<file path="src/rtl/wdt_guard_pkg.sv">
package wdt_guard_pkg;

    // Register image, bit 7 down to bit 0
    typedef struct packed {
        logic [3:0] pre;       // prescale code
        logic       irq_mode;  // 1 = interrupt on timeout, 0 = reset
        logic       stat;      // timeout has occurred
        logic       en;        // watchdog armed
        logic       unlock;    // next bus write may modify the register
    } ctrl_t;

    localparam logic [7:0] CTRL_RESET  = 8'h10;
    localparam logic [3:0] PRE_IMM     = 4'd8;
    localparam logic [3:0] PRE_LAST_RUN = 4'd7;

    typedef struct packed {
        logic rst;
        logic irq;
    } evt_t;

endpackage

</file>
<file path="src/rtl/wdt_guard_ctrl.sv">
module wdt_guard_ctrl
    import wdt_guard_pkg::*;
#(
    parameter logic [7:0] REG_ADDR = 8'hC0
) (
    input  logic       clk,
    input  logic       rst_n,
    input  logic       wr_en,
    input  logic       wr_bit,
    input  logic [7:0] wr_addr,
    input  logic [2:0] wr_bitsel,
    input  logic [7:0] wr_data,
    input  logic       psm_clr,
    input  logic       expire,
    input  logic       imm_fire,
    output ctrl_t      ctrl,
    output logic       refresh
);

    ctrl_t ctrl_d, ctrl_q;
    logic  hit;
    logic  accept;
    logic  arm;
    logic [7:0] cand;

    always_comb begin
        ctrl_d  = ctrl_q;
        hit     = wr_en && (wr_addr == REG_ADDR);
        accept  = hit && ctrl_q.unlock;
        arm     = hit && !ctrl_q.unlock && wr_bit &&
                  (wr_bitsel == 3'd0) && wr_data[0];
        refresh = 1'b0;

        // candidate value: whole byte, or current image with one bit replaced
        cand = ctrl_q;
        if (wr_bit) begin
            cand[wr_bitsel] = wr_data[0];
        end else begin
            cand = wr_data;
        end

        if (wr_en && ctrl_q.unlock) begin
            ctrl_d.unlock = 1'b0;
        end

        if (accept) begin
            ctrl_d.pre      = cand[7:4];
            ctrl_d.irq_mode = cand[3];
            if (!cand[2]) begin
                ctrl_d.stat = 1'b0;
            end
            ctrl_d.en = cand[1];
            refresh   = cand[1];
        end else if (arm) begin
            ctrl_d.unlock = 1'b1;
        end

        // hardware events override software in the same cycle
        if (expire || imm_fire) begin
            ctrl_d.stat = 1'b1;
        end
        if ((expire && !ctrl_q.irq_mode) || imm_fire || psm_clr) begin
            ctrl_d.en = 1'b0;
        end
    end

    always_ff @(posedge clk or negedge rst_n) begin
        if (!rst_n) begin
            ctrl_q <= ctrl_t'(CTRL_RESET);
        end else begin
            ctrl_q <= ctrl_d;
        end
    end

    assign ctrl = ctrl_q;

endmodule

</file>
<file path="src/rtl/wdt_guard_count.sv">
module wdt_guard_count
    import wdt_guard_pkg::*;
#(
    parameter int CNT_W    = 16,
    parameter int BASE_LOG = 9,
    parameter int NUM_RUN  = 8
) (
    input  logic       clk,
    input  logic       rst_n,
    input  logic       tick_en,
    input  logic       en,
    input  logic [3:0] pre,
    input  logic       refresh,
    input  logic       hold,
    output logic       expire,
    output logic       imm_fire
);

    localparam int SEL_W = $clog2(NUM_RUN);

    typedef struct packed {
        logic [CNT_W-1:0] cnt;
    } cnt_state_t;

    cnt_state_t st_d, st_q;
    logic [CNT_W-1:0] lim_tab [NUM_RUN];
    logic [CNT_W-1:0] lim;
    logic             runnable;
    logic             step;

    // terminal count for each running prescale code
    for (genvar g = 0; g < NUM_RUN; g++) begin : g_lim
        localparam longint unsigned SPAN = longint'(1) << (BASE_LOG + g);
        assign lim_tab[g] = CNT_W'(SPAN - 1);
    end

    always_comb begin
        st_d     = st_q;
        runnable = (pre <= PRE_LAST_RUN);
        lim      = lim_tab[pre[SEL_W-1:0]];
        step     = en && tick_en && !hold && runnable && !refresh;
        expire   = step && (st_q.cnt == lim);
        imm_fire = en && (pre == PRE_IMM);

        if (refresh || !en) begin
            st_d.cnt = '0;
        end else if (expire) begin
            st_d.cnt = '0;
        end else if (step) begin
            st_d.cnt = st_q.cnt + 1'b1;
        end
    end

    always_ff @(posedge clk or negedge rst_n) begin
        if (!rst_n) begin
            st_q <= '0;
        end else begin
            st_q <= st_d;
        end
    end

endmodule

</file>
<file path="src/rtl/wdt_guard_evt.sv">
module wdt_guard_evt
    import wdt_guard_pkg::*;
(
    input  logic clk,
    input  logic rst_n,
    input  logic expire,
    input  logic imm_fire,
    input  logic irq_mode,
    input  logic irq_ack,
    output logic rst_req,
    output logic irq_req
);

    evt_t evt_d, evt_q;

    always_comb begin
        evt_d     = evt_q;
        evt_d.rst = (expire && !irq_mode) || imm_fire;
        if (expire && irq_mode) begin
            evt_d.irq = 1'b1;
        end else if (irq_ack) begin
            evt_d.irq = 1'b0;
        end
    end

    always_ff @(posedge clk or negedge rst_n) begin
        if (!rst_n) begin
            evt_q <= '0;
        end else begin
            evt_q <= evt_d;
        end
    end

    assign rst_req = evt_q.rst;
    assign irq_req = evt_q.irq;

endmodule

</file>
<file path="src/rtl/wdt_guard.sv">
module wdt_guard
    import wdt_guard_pkg::*;
#(
    parameter logic [7:0] REG_ADDR = 8'hC0,
    parameter int         CNT_W    = 16,
    parameter int         BASE_LOG = 9
) (
    input  logic       clk,
    input  logic       rst_n,
    input  logic       tick_en,
    input  logic       wr_en,
    input  logic       wr_bit,
    input  logic [7:0] wr_addr,
    input  logic [2:0] wr_bitsel,
    input  logic [7:0] wr_data,
    input  logic       psm_clr,
    input  logic       irq_ack,
    output logic [7:0] ctrl_out,
    output logic       rst_req,
    output logic       irq_req
);

    localparam int NUM_RUN = int'(PRE_LAST_RUN) + 1;

    ctrl_t ctrl;
    logic  refresh;
    logic  expire;
    logic  imm_fire;

    wdt_guard_ctrl #(
        .REG_ADDR (REG_ADDR)
    ) u_ctrl (
        .clk       (clk),
        .rst_n     (rst_n),
        .wr_en     (wr_en),
        .wr_bit    (wr_bit),
        .wr_addr   (wr_addr),
        .wr_bitsel (wr_bitsel),
        .wr_data   (wr_data),
        .psm_clr   (psm_clr),
        .expire    (expire),
        .imm_fire  (imm_fire),
        .ctrl      (ctrl),
        .refresh   (refresh)
    );

    wdt_guard_count #(
        .CNT_W    (CNT_W),
        .BASE_LOG (BASE_LOG),
        .NUM_RUN  (NUM_RUN)
    ) u_count (
        .clk      (clk),
        .rst_n    (rst_n),
        .tick_en  (tick_en),
        .en       (ctrl.en),
        .pre      (ctrl.pre),
        .refresh  (refresh),
        .hold     (irq_req),
        .expire   (expire),
        .imm_fire (imm_fire)
    );

    wdt_guard_evt u_evt (
        .clk      (clk),
        .rst_n    (rst_n),
        .expire   (expire),
        .imm_fire (imm_fire),
        .irq_mode (ctrl.irq_mode),
        .irq_ack  (irq_ack),
        .rst_req  (rst_req),
        .irq_req  (irq_req)
    );

    assign ctrl_out = ctrl;

endmodule

</file>
<file path="config.mk">
export PLATFORM = sky130hd
export DESIGN_NAME = wdt_guard
export DESIGN_NICKNAME = d
export VERILOG_FILES = /design/src/rtl/wdt_guard_pkg.sv /design/src/rtl/wdt_guard_ctrl.sv /design/src/rtl/wdt_guard_count.sv /design/src/rtl/wdt_guard_evt.sv /design/src/rtl/wdt_guard.sv
export SDC_FILE = /design/constraint.sdc
export NUM_CORES = 1
export LEC_CHECK = 0
export BUFFER_PORTS_ARGS = -buffer_cell sky130_fd_sc_hd__buf_2
export CAP_MARGIN = 20
export CORE_MARGIN = 1
export CORE_UTILIZATION = 30
export DETAILED_ROUTE_END_ITERATION = 6
export SYNTH_ARGS = -nofsm -noshare
export SYNTH_HDL_FRONTEND = slang
export SYNTH_SLANG_ARGS = --single-unit
</file>
<file path="constraint.sdc">
create_clock -name clk -period 3.3 [get_ports clk]
set_input_delay 0.495 -clock clk [delete_from_list [all_inputs] [get_ports clk]]
set_output_delay 0.495 -clock clk [all_outputs]
set_load 0.005 [all_outputs]
</file>
# Yosys cells after proc, flatten, opt, wreduce, memory -nomap -nowiden
# Memories as Yosys holds them, arrays and structs flattened.
# Cells that the tools add are included.
[word_totals]
regBits = 26
memories = 1
elab_cells = 69
romBits = 128
input_bits = 26
output_inout_bits = 10
[mem_list]
columns = ["name", "depth", "word_bits", "rd", "rd_ports_with_merged_regs", "write_ports", "line_no", "text"]
rows = [
  ["(no name shown)", 8, 16, 1, 0, 0, "wdt_guard_count.sv:40", "lim = lim_tab[pre[SEL_W-1:0]];"],
]
[op_classes]
eq_ne = 4
reduce_logical = 31
magnitude_cmp = 4
bitwise_logic = 1
add_sub_neg = 1
mux = 19
[op_table]
columns = ["operator", "n"]
rows = [
  ["2-to-1 mux 16 bit", 5],
  ["adder 16 x 1 -> 16 bit, second input constant", 1],
  ["== test 16 bit", 1],
  ["logical AND 1 bit", 16],
  ["2-to-1 mux 1 bit", 10],
  ["bitwise mux 8 bit", 1],
  ["== test 8 bit, second input constant", 1],
  ["2-to-1 mux 8 bit", 1],
  ["nonzero test 2 bit", 3],
  ["logical NOT 1 bit", 5],
  ["== test 4 bit, second input constant", 1],
  [">= comparator 4 bit, second input constant", 1],
  ["less-or-equal comparator 4 x 3 -> 1 bit, second input constant", 1],
  ["logical OR 1 bit", 4],
  ["< comparator 3 x 4 -> 1 bit, second input constant", 1],
  ["inverter 3 -> 4 bit", 1],
  ["demux 1 bit (select 3 bit)", 1],
  [">= comparator 3 x 1 -> 1 bit, second input constant", 1],
  ["logical NOT 3 bit", 1],
  ["nonzero test 3 bit", 1],
  ["2-to-1 mux 2 bit", 1],
  ["!= test 2 bit, second input constant", 1],
  ["AND reduction 2 bit", 1],
]

# Longest topological paths before layout
# Gate-level depths: netlist of run 1.
[depth]
word_depth = 14
depth_mapped = 8
ltp_nobuf = 6

# Modules after synthesis
# A second synthesis of run 1 with hierarchy kept.
[hier_totals]
hier_cells = 186
area_unflattened_um2 = 1632.8
[modules_own_cells]
columns = ["mod", "cells_each", "seq_area_each_um2", "area_per_inst_um2", "instances"]
rows = [
  ["wdt_guard_count", 113, 400.4, 997.2, 1],
  ["wdt_guard_ctrl", 66, 201.4, 561.8, 1],
  ["wdt_guard_evt", 7, 50.0, 73.8, 1],
]

# Least setup slack after synthesis of run 1
# OpenSTA, ideal clock, no wires.
[synth_timing]
path_type = "input -> register"
start = "input port wr_bitsel[0]"
end = "register u_count.st_q[14] (netlist name)"
required_time_ps = 3179
setup_time_ps = 121
cell_stages = 8
t_arrival_ps = 1961
path_buffers = 2
setup_slack_ps = 1218
cell_sequence = "buf_4 -> or3b_4 -> a221oi_4 -> o31ai_4 -> buf_6 -> o211ai_2 -> xor2_1 -> nor2_1"
[synth_between]
elab_chain_cells = 12
elab_cells_between_ends = 15
cone_classes = "2 x order compare; 7 x mux; 6 x reduce/logical"
[synth_rtl]
columns = ["element", "line_no", "text"]
rows = [
  ["start: declaration", "wdt_guard.sv:14", "input logic [2:0] wr_bitsel,"],
  ["< comparator 3 x 4 -> 1 bit (not written as such) / >= comparator 3 x 1 -> 1 bit (equally long branches)", "wdt_guard_ctrl.sv:37", "cand[wr_bitsel] = wr_data[0];"],
  ["logical AND 1 bit (not written as such)", "wdt_guard_ctrl.sv:37", ""],
  ["2-to-1 mux 1 bit (not written as such)", "wdt_guard_ctrl.sv:37", ""],
  ["demux 1 bit (select 3 bit) (*)", "--", ""],
  ["bitwise mux 8 bit (*)", "wdt_guard_ctrl.sv:37", ""],
  ["2-to-1 mux 8 bit (*)", "wdt_guard_ctrl.sv:36", "if (wr_bit) begin"],
  ["2-to-1 mux 1 bit (*)", "wdt_guard_ctrl.sv:46", "if (accept) begin"],
  ["logical NOT 1 bit", "wdt_guard_count.sv:41", "step = en && tick_en && !hold && runnable && !refresh;"],
  ["logical AND 1 bit", "wdt_guard_count.sv:41", ""],
  ["logical AND 1 bit", "wdt_guard_count.sv:42", "expire = step && (st_q.cnt == lim);"],
  ["2-to-1 mux 16 bit", "wdt_guard_count.sv:47", "end else if (expire) begin"],
  ["2-to-1 mux 16 bit", "wdt_guard_count.sv:45", "if (refresh || !en) begin"],
  ["end signal: assignment", "wdt_guard_count.sv:58", "st_q <= st_d;"],
  ["end: declaration", "wdt_guard_count.sv:25", "cnt_state_t st_d, st_q;"],
]
# Every way passes the cells marked *; elsewhere a longest branch is shown, timed or not.
# A chain may end at the register's enable or synchronous reset.

# Final worst setup path of run 1
[layout_timing]
start = "input port wr_addr[1]"
end = "register u_count.st_q[6] (netlist name)"
[layout_between]
elab_chain_cells = 9
elab_cells_between_ends = 11
cone_classes = "1 x eq/ne; 3 x mux; 7 x reduce/logical"
[layout_rtl]
columns = ["element", "line_no", "text"]
rows = [
  ["start: declaration", "wdt_guard.sv:13", "input logic [7:0] wr_addr,"],
  ["== test 8 bit (*)", "wdt_guard_ctrl.sv:28", "hit = wr_en && (wr_addr == REG_ADDR);"],
  ["logical AND 1 bit (*)", "wdt_guard_ctrl.sv:28", ""],
  ["logical AND 1 bit (*)", "wdt_guard_ctrl.sv:29", "accept = hit && ctrl_q.unlock;"],
  ["2-to-1 mux 1 bit (*)", "wdt_guard_ctrl.sv:46", ""],
  ["logical NOT 1 bit", "wdt_guard_count.sv:41", ""],
  ["logical AND 1 bit", "wdt_guard_count.sv:41", ""],
  ["logical AND 1 bit", "wdt_guard_count.sv:42", ""],
  ["2-to-1 mux 16 bit", "wdt_guard_count.sv:47", ""],
  ["2-to-1 mux 16 bit", "wdt_guard_count.sv:45", ""],
]
# Marked as above.

==> flow_summary.json, run 1 <==
{
  "die_x_um": 76.82,
  "cts_tree": "done",
  "ctsResizeCount": 0,
  "grt_pass1_wl_um": 6555,
  "initial_core_util_pct": 32.06,
  "timing.rr.start": "u_ctrl.ctrl[6]",
  "max_freq_mhz": 463.2,
  "totalNegativeSetupSlack_ns": 0,
  "drive_above_1_share_pct": 22.79,
  "nFillCells": 546,
  "groute.usage.overall_pct": 13.34,
  "clock_path_buffers": 2,
  "critPathKind": "primary input to register",
  "grt_pass1_vias": 1457,
  "synth.most_common_cell": "dfrtp_1",
  "cts_htree_levels": 1,
  "tightest_slew_ns": 0.6782,
  "fin_ws_ns": 1.141,
  "critPathArrivalTime_ns": 2.37,
  "p_clk_share_pct": 34.3,
  "fin_nets": 243,
  "reg2regPathDepth": 6,
  "ant_nets": 0,
  "postSynthAreaPerCell_um2": 9.027,
  "postLayoutCoreUtil_pct": 36.88,
  "clk_root_buffer_cell": "clkbuf_8",
  "powerDensity_mw_per_mm2": 287.0,
  "syn_nets": 213,
  "drt_wl_total_um": 3698,
  "r2r_end": "u_ctrl.ctrl[1]",
  "peakVddDrop_mv": 0.1392,
  "outcome": "finished, final reports clean",
  "hpwl_um": 2703,
  "fin_crit_sh_pct": 65.42,
  "switching_share_pct": 23.58,
  "worstSetupEndpointType": "register",
  "antenna_found_initial": 0,
  "clock-skew-final_ns": 0.003133,
  "fp.dieArea_mm2": 0.005901,
  "critPathTopFamily": "simple AND/OR/NAND/NOR gates",
  "clkSlewWorstSetupHoldPaths_ns": 0.09,
  "synth_cell_type_count": 44,
  "critPathMaxFanout": 15,
  "grt_overflow": 0,
  "die_h_um": 76.82,
  "wl_per_cell_um": 12.98,
  "seqPwrFrac_pct": 57.5,
  "row_count": 26,
  "antenna_cells": 0,
  "viasPerCell": 5.235,
  "setup_viol": 0,
  "core_mm2": 0.005238,
  "num_vias": 1492,
  "period_minus_slack_ns": 2.159,
  "worst_setup_path_start_kind": "primary input",
  "ctsHoldBuffers": 0,
  "post-cts-setup-buffers": 0,
  "critPathLaunch": "wr_addr[1]",
  "synth_top_cell_by_area": "dfrtp_1",
  "power_uw": 554.5,
  "cts_sinks": 26,
  "maxCapViolations": 0,
  "dp_slack_ns": 0.8710,
  "crit_path_cell_trace": "buf_2 > nor3_1 > nand4_1 > o31ai_4 > buf_4 > o2111ai_1 > xor2_1 > nor2_1",
  "dr.first_iter.drc_count": 73,
  "slew_violations": 0,
  "slew_headroom_pct": 54.15,
  "synth_top_area_share_pct": 37.26,
  "port_buffers": 35,
  "setup.reg_to_reg.worst_slack_ns": 1.17,
  "synth_top_cells_by_area": "dfrtp_1, xor2_1, nor2_1",
  "rsz0062_at_grt": "no",
  "slowest_stage": "nand4_1",
  "worstPathRequired_ns": 3.51,
  "critPathBufInv": 2,
  "leakagePower_uw": 0.0008170,
  "grt_max_degree": 27,
  "netlist_area_mm2": 0.001679,
  "synth-async-reset-ratio_pct": 100.0,
  "area.growth.synth_to_final_pct": 15.05,
  "synth-edff-count": 0,
  "hold_viol_final": 0,
  "synth_common_cells": "dfrtp_1, nor2_1, xor2_1",
  "ioPinCount": 36,
  "p_comb_share_pct": 8.2,
  "netlist_instances": 186,
  "ys_warn_count": 0,
  "globalplace.congestion": 0.8132,
  "numCtsBuffers": 3,
  "intPower_uw": 423.7,
  "yosys_most_used_dff": "dfrtp_1",
  "crit_path_max_incr_delay_ns": 0.40,
  "drt_drc_violations_left": 0,
  "clk_latency_ns": 0.27,
  "ys_seq_area_share_pct": 38.82,
  "hp-class": "primary input to async pin",
  "dr.pass1.iters": 4,
  "synth_seq_cells": 26,
  "p_sw_uw": 130.7
}
per-layer routing:
metal,up-vias,share of wire (%),global-route usage [%]
met3,5,4.5,2.857
li1,739,-,-
met4,0,0.73,3.077
met1,708,49,17.34
met2,40,45,22.41
met5,-,0,0
sequential cells by signal, summed over array words and instances (netlist names):
name / cells
u_count.st_q: 16
u_ctrl.ctrl: 8
u_evt.irq_req: 1
u_evt.rst_req: 1
layout make-up:
| type | instances | area, um2 | share of cell area (%) |
|---|---|---|---|
| clock buffers | 4 | 45.04 | 2.332 |
| inverters | 7 | 26.28 | 1.360 |
| multi-input cells | 142 | 938.4 | 48.58 |
| flip-flops and latches | 26 | 651.9 | 33.74 |
| well taps | 70 | 87.58 | 4.534 |
| repair buffers | 36 | 182.7 | 9.456 |
per-stage QoR:
| step | hold slack (ns) | cell area, um2 | cells |
|---|---|---|---|
| 6_report | 0.2143 | 1932 | 285 |
| 5_1_grt | 0.2537 | 1932 | 285 |
| 4_1_cts | 0.2373 | 1932 | 285 |
| 3_5_place_dp | 0.5055 | 1887 | 281 |
| 3_3_place_gp | 0.5185 | 1887 | 281 |
| 2_1_floorplan | 0.1994 | 1679 | 186 |
cell families after synthesis:
| family | count (synthesis) | synth area share (%) |
|---|---|---|
| fa+ha+maj | 1 | 0.7450 |
| compound gates | 52 | 22.88 |
| xor+xnor | 15 | 7.824 |
| simple gates | 74 | 24.44 |
| buf+inv | 18 | 5.290 |
| flops | 26 | 38.82 |
power groups by stage:
stage	Sequential (uW)	Clock, uW	Combinational, uW
after floorplan	325	0	19.5
after global placement	325	0	45.7
after detailed placement	325	0	45.8
after CTS	319	195	45.9
after global routing	319	212	50.9
final	319	190	45.5
cells in the final DEF, fill, tap and decap left out, drive strengths merged, types with 5 or more instances in the layout:
master	n
o211ai	5
a21oi	10
buf	36
o21ai	16
and3	8
o2111ai	7
nand2	9
o31ai	5
and2	5
inv	7
nor2	22
xor2	13
nand3	5
dfrtp	25
worst max-delay path by stage:
stage	endpoint	slack [ns]	depth (start not counted)
global placement	u_count.st_q[15]	0.85	8
detailed placement	u_count.st_q[6]	0.87	8
global route	u_ctrl.ctrl[1]	0.96	6
CTS	u_ctrl.ctrl[1]	1.12	6
floorplan	u_count.st_q[14]	1.22	8
finish	u_count.st_q[6]	1.14	8
worst register-to-register path, stage by stage, from the launching register on:
cell and delay, ns:
dfrtp_1 0.51, nor3_1 0.35, a21oi_1 0.12, a211oi_1 0.25, o2111ai_1 0.31, o31ai_1 0.38, nor3_1 0.10
Power figures use the tool's default switching activity.
==> run 2, diff against run 1 <==
ABC_AREA = 1   (was not set)
clock period = 1.85 ns   (was 3.3 ns; I/O delays follow)
==> flow_summary.json, run 2 <==
{
  "outcome": "finished, violations left",
  "violations": "hold timing",
  "postLayoutCoreUtil_pct": 37.07,
  "critPathBufInv": 1,
  "cts_sinks": 26,
  "synth-async-reset-ratio_pct": 100.0,
  "clock-skew-final_ns": 0.006152,
  "synth_seq_cells": 26,
  "largest_reg_flops": 16,
  "setup_viol": 0,
  "viasPerCell": 4.898,
  "clkSlewWorstSetupHoldPaths_ns": 0.10,
  "wl_per_cell_um": 11.99,
  "groute.usage.overall_pct": 15.95,
  "critPathArrivalTime_ns": 1.84,
  "grt_pass1_wl_um": 8480,
  "area.growth.synth_to_final_pct": 16.07,
  "worst_setup_path_start_kind": "register",
  "synth_top_cell_by_area": "dfrtp_1",
  "netlist_area_mm2": 0.001947,
  "fin_nets": 354,
  "antenna_cells": 0,
  "maxCapViolations": 0,
  "crit_path_cell_trace": "ha_1 > nand2_1 > nor2_4 > buf_4 > nand3_1 > nor2_1 > nand2_1 > nor2_1 > nand3_1 > nand2_1 > nor2_1",
  "slew_headroom_pct": 59.66,
  "grt_pass1_vias": 1881,
  "synth_top_cells_by_area": "dfrtp_1, nand2_1, inv_1",
  "leakagePower_uw": 0.001142,
  "critPathMaxFanout": 5,
  "synth-edff-count": 0,
  "dr.first_iter.drc_count": 119,
  "yosys_most_used_dff": "dfrtp_1",
  "slowest_stage": "dfrtp_1",
  "worstPathRequired_ns": 2.03,
  "synth_top_area_share_pct": 32.13,
  "hp-class": "primary input to async pin",
  "grt_max_degree": 27,
  "drive_above_1_share_pct": 19.02,
  "num_vias": 1964,
  "die_x_um": 82.56,
  "slew_violations": 0,
  "postSynthAreaPerCell_um2": 6.667,
  "clock_path_buffers": 2,
  "crit_path_max_incr_delay_ns": 0.39,
  "synth_cell_type_count": 33,
  "dr.pass1.iters": 5,
  "syn_nets": 319,
  "period_minus_slack_ns": 1.659,
  "cts_tree": "done",
  "globalplace.congestion": 0.8591,
  "hold_viol_final": 1,
  "ioPinCount": 36,
  "row_count": 28,
  "critPathKind": "register to register",
  "drt_drc_violations_left": 0,
  "fp.dieArea_mm2": 0.006815,
  "tightest_slew_ns": 0.6051,
  "ctsHoldBuffers": 0,
  "mostFrequentLayoutCells": "nand2_1, inv_1, buf_2, nor2_1, dfrtp_1",
  "peakVddDrop_mv": 0.2126,
  "worstSetupEndpointType": "register",
  "hold_ws_ns": -0.0007894,
  "grt_overflow": 0,
  "totalNegativeSetupSlack_ns": 0,
  "port_buffers": 35,
  "hpwl_um": 3656,
  "netlist_instances": 292,
  "fin_crit_sh_pct": 89.68,
  "synth.most_common_cell": "nand2_1",
  "die_h_um": 82.56,
  "dp_slack_ns": 0.1065,
  "synth_common_cells": "nand2_1, inv_1, dfrtp_1, nor2_1, nand3_1",
  "max_flop_register": "u_count.st_q",
  "clk_root_buffer_cell": "clkbuf_8",
  "max_freq_mhz": 602.7,
  "ys_warn_count": 0,
  "cts_htree_levels": 1,
  "fin_ws_ns": 0.1909,
  "ys_seq_area_share_pct": 33.48,
  "numCtsBuffers": 3,
  "clk_latency_ns": 0.28,
  "initial_core_util_pct": 31.94,
  "antenna_found_initial": 0,
  "critPathTopFamily": "simple AND/OR/NAND/NOR gates",
  "ant_nets": 0,
  "core_mm2": 0.006096,
  "powerDensity_mw_per_mm2": 498.2,
  "drt_wl_total_um": 4806,
  "final_common_cell": "nand2_1"
}
run 2: cell count changes after synthesis, sizes merged, moves of 5 or more:
cell / change
xor2: -8
and3: -7
o31ai: -5
o21ai: +7
nand2: +82
nand4: +17
and2: -5
nand3: +18
a21oi: -6
o211ai: -5
nor2: +10
inv: +35
o2111ai: -7
run 2: kinds of logic (layout without fill, tap and decap cells):
group | Yosys count | after routing | synth area share (%)
AND/OR/NAND/NOR | 179 | 179 | 44.02
buffers and inverters | 50 | 84 | 11.12
adder cells (fa/ha/maj) | 1 | 1 | 0.6426
XOR/XNOR | 6 | 6 | 2.699
flip-flops | 26 | 26 | 33.48
AO/OA/AOI/OAI | 30 | 30 | 8.033
run 2: layout make-up:
class	count	area (um2)
multi-input combinational	216	1089
clock inverter	1	30.03
inverter	43	161.4
timing repair buffer	37	190.2
fill	677	3836
tap	75	93.84
clock buffer	3	41.29
sequential	26	654.4
run 2: power by group:
group          switching (uW)  internal (uW)
logic                    45.2           29.2
registers               0.198            568
clock network             193            290
run 2: repair_timing:
| action | 4_1_cts | 5_1_grt |
|---|---|---|
| gates resized for setup | 0 | 4 |
| endpoints found under the setup margin | 0 | 15 |
| setup buffers | 0 | 1 |
run 2: worst paths after layout:
kind | start | endpoint | slack, ns | cells after the start
max | u_count.st_q[1] | u_ctrl.ctrl[1] | 0.19 | 11
min | rst_n | u_count.st_q[6] | -0.0008 | 1
max reg2reg | u_count.st_q[1] | u_ctrl.ctrl[1] | 0.19 | 11
min reg2reg | u_ctrl.ctrl[2] | u_ctrl.ctrl[2] | 0.51 | 2
max in group asynchronous | rst_n | u_ctrl.ctrl[6] | 1.42 | 1
min in group clk | irq_ack | u_evt.irq_req | 0.15 | 2
run 2: routing by layer:
metal	up-vias	routed length [um]	track usage, %
met5	-	0	0
met4	0	50	3.966
met3	6	174	1.978
met2	40	2211	25.62
met1	912	2370	22.60
li1	1006	-	-
run 2: worst reg2reg max path: cells and delay by family (launching register included):
| kind | cells | cell delay (ns) |
|---|---|---|
| buffers and inverters | 1 | 0.14 |
| DFF | 1 | 0.39 |
| and+or+nand+nor | 9 | 0.83 |
| adders and majority gates | 1 | 0.18 |
run 2: metrics by stage:
step / power (uW) / cell area (um2) / cells
after global placement: 653.4 / 2168 / 396
after floorplan: 606.5 / 1947 / 292
final: 1126 / 2260 / 401
after detailed placement: 654.4 / 2168 / 396
after CTS: 1140 / 2240 / 400
after global routing: 1168 / 2260 / 401
==> run 3, diff against run 2 <==
RECOVER_POWER = 50   (was not set)
clock period = 1.4 ns   (was 1.85 ns; I/O delays follow)
==> flow_summary.json, run 3 (synthesized netlist as in run 2, its figures left out) <==
{
  "max_freq_mhz": 640.8,
  "p_sw_uw": 324.0,
  "final_cells": 468,
  "hpwl_um": 4308,
  "row_count": 28,
  "fp.dieArea_mm2": 0.006815,
  "placedCellCount": 453,
  "nFillCells": 636,
  "dr.pass1.iters": 4,
  "fin_nets": 421,
  "clock_path_buffers": 2,
  "wl_per_cell_um": 12.49,
  "p_clk_share_pct": 36.8,
  "tightest_slew_ns": 0.4841,
  "cts_tree": "done",
  "rsz0062_at_grt": "yes",
  "grt_max_degree": 17,
  "critPathArrivalTime_ns": 1.73,
  "p_comb_share_pct": 8.9,
  "dp_slack_ns": -0.2580,
  "grt_pass1_vias": 2164,
  "dr.first_iter.drc_count": 90,
  "drt_drc_violations_left": 0,
  "slew_violations": 0,
  "groute.usage.overall_pct": 18.56,
  "cts_htree_levels": 1,
  "antenna_cells": 0,
  "die_h_um": 82.56,
  "period_minus_slack_ns": 1.561,
  "area.growth.synth_to_final_pct": 49.04,
  "postLayoutCoreUtil_pct": 47.60,
  "setup_viol": 16,
  "initial_core_util_pct": 31.94,
  "powerDensity_mw_per_mm2": 476.5,
  "antenna_found_initial": 0,
  "worstPathRequired_ns": 1.57,
  "drt_wl_total_um": 5845,
  "cts_sinks": 26,
  "hp-class": "primary input to register",
  "switching_share_pct": 23.44,
  "mostFrequentLayoutCells": "nand2_1, buf_4, inv_1, buf_2, dfrtp_1",
  "globalplace.congestion": 0.8441,
  "ant_nets": 0,
  "core_mm2": 0.006096,
  "leakagePower_uw": 0.001498,
  "hold_viol_final": 0,
  "final_common_cell": "nand2_1",
  "clkSlewWorstSetupHoldPaths_ns": 0.10,
  "fin_crit_sh_pct": 111.5,
  "critPathKind": "register to register",
  "drive_above_1_share_pct": 38.93,
  "peakVddDrop_mv": 0.3507,
  "numCtsBuffers": 3,
  "seqPwrFrac_pct": 54.3,
  "reg2regPathDepth": 10,
  "worst_setup_path_start_kind": "register",
  "slew_headroom_pct": 67.73,
  "viasPerCell": 4.823,
  "grt_overflow": 0,
  "violations": "setup timing",
  "intPower_uw": 1059,
  "critPathMaxFanout": 9,
  "die_x_um": 82.56,
  "outcome": "finished, violations left",
  "whs_path_depth": 2,
  "num_vias": 2257,
  "largest_reg_flops": 16,
  "maxCapViolations": 0,
  "grt_pass1_wl_um": 9680,
  "power_uw": 1383,
  "clk_root_buffer_cell": "clkbuf_8",
  "worstSetupEndpointType": "register",
  "clk_latency_ns": 0.27,
  "clock-skew-final_ns": 0.003197,
  "max_flop_register": "u_count.st_q",
  "port_buffers": 35,
  "hold_ws_ns": 0.09456,
  "fin_ws_ns": -0.1606,
  "ioPinCount": 36
}
run 3: cell count changes in the layout (fill, tap and decap cells not counted), moves of 2 or more:
cell,previous run,this run
nor2_4,3,6
nand3_1,21,15
nand2_1,88,79
buf_6,0,13
buf_2,35,33
o21ai_0,20,16
inv_1,38,36
o21ai_2,0,4
nand2_2,2,10
nor2_1,24,21
nand3_2,0,7
buf_4,2,55
run 3: timing repair:
action	4_1_cts	5_1_grt
endpoints found under the setup margin	16	21
hold buffers	1	0
hold endpoints to repair	13	0
buffers inserted	5	5
pin swaps	15	16
resized for setup	15	31
run 3: through the flow:
| step | area (um2) | setup TNS, ns |
|---|---|---|
| floorplan | 1972 | -0.1936 |
| global placement | 2618 | -2.890 |
| detailed placement | 2618 | -3.597 |
| CTS | 2773 | -1.935 |
| global route | 2902 | -3.956 |
| finish | 2902 | -2.274 |
run 3: final cells by class:
cell class / instances / area [um2] / area share (%)
clock buffers: 4 / 55.05 / 1.897
inverters: 43 / 168.9 / 5.821
multi-input cells: 216 / 1186 / 40.88
flip-flops and latches: 26 / 654.4 / 22.55
well taps: 75 / 93.84 / 3.234
repair buffers: 104 / 743.2 / 25.61
run 3: per-layer routing:
metal,share of wire [%],global-route usage (%),up-vias,routed length [um]
met1,47,25.08,1066,2745
met4,0.17,3.276,0,10
met3,3.1,2.088,2,181
met2,50,32.07,42,2908
met5,0,0,-,0
li1,-,-,1147,-
run 3: worst paths after layout:
kind                                 from                to  slack, ns
hold / removal                    irq_ack     u_evt.irq_req       0.09
min in group asynchronous           rst_n  u_count.st_q[12]       0.42
setup reg to reg           u_ctrl.ctrl[4]   u_count.st_q[0]      -0.16
setup / recovery           u_ctrl.ctrl[4]   u_count.st_q[0]      -0.16
max in group asynchronous           rst_n   u_count.st_q[3]       0.43
hold reg to reg            u_ctrl.ctrl[2]    u_ctrl.ctrl[2]       0.53
run 3: power by group through the flow:
| stage | Combinational [uW] | Sequential [uW] | Clock [uW] |
|---|---|---|---|
| floorplan | 35.7 | 766 | 0 |
| global placement | 114 | 766 | 0 |
| detailed placement | 117 | 766 | 0 |
| CTS | 119 | 751 | 522 |
| global route | 139 | 751 | 553 |
| finish | 123 | 751 | 508 |
run 3: worst max-delay path: stages (launching register included):
cell,delay (ns)
dfstp_2,0.62
nand2_2,0.09
nand3_2,0.06
nand2_1,0.05
inv_1,0.06
nand2_1,0.05
nor2_1,0.11
nand3_2,0.11
buf_6,0.15
nand4_1,0.09
nand2_1,0.06
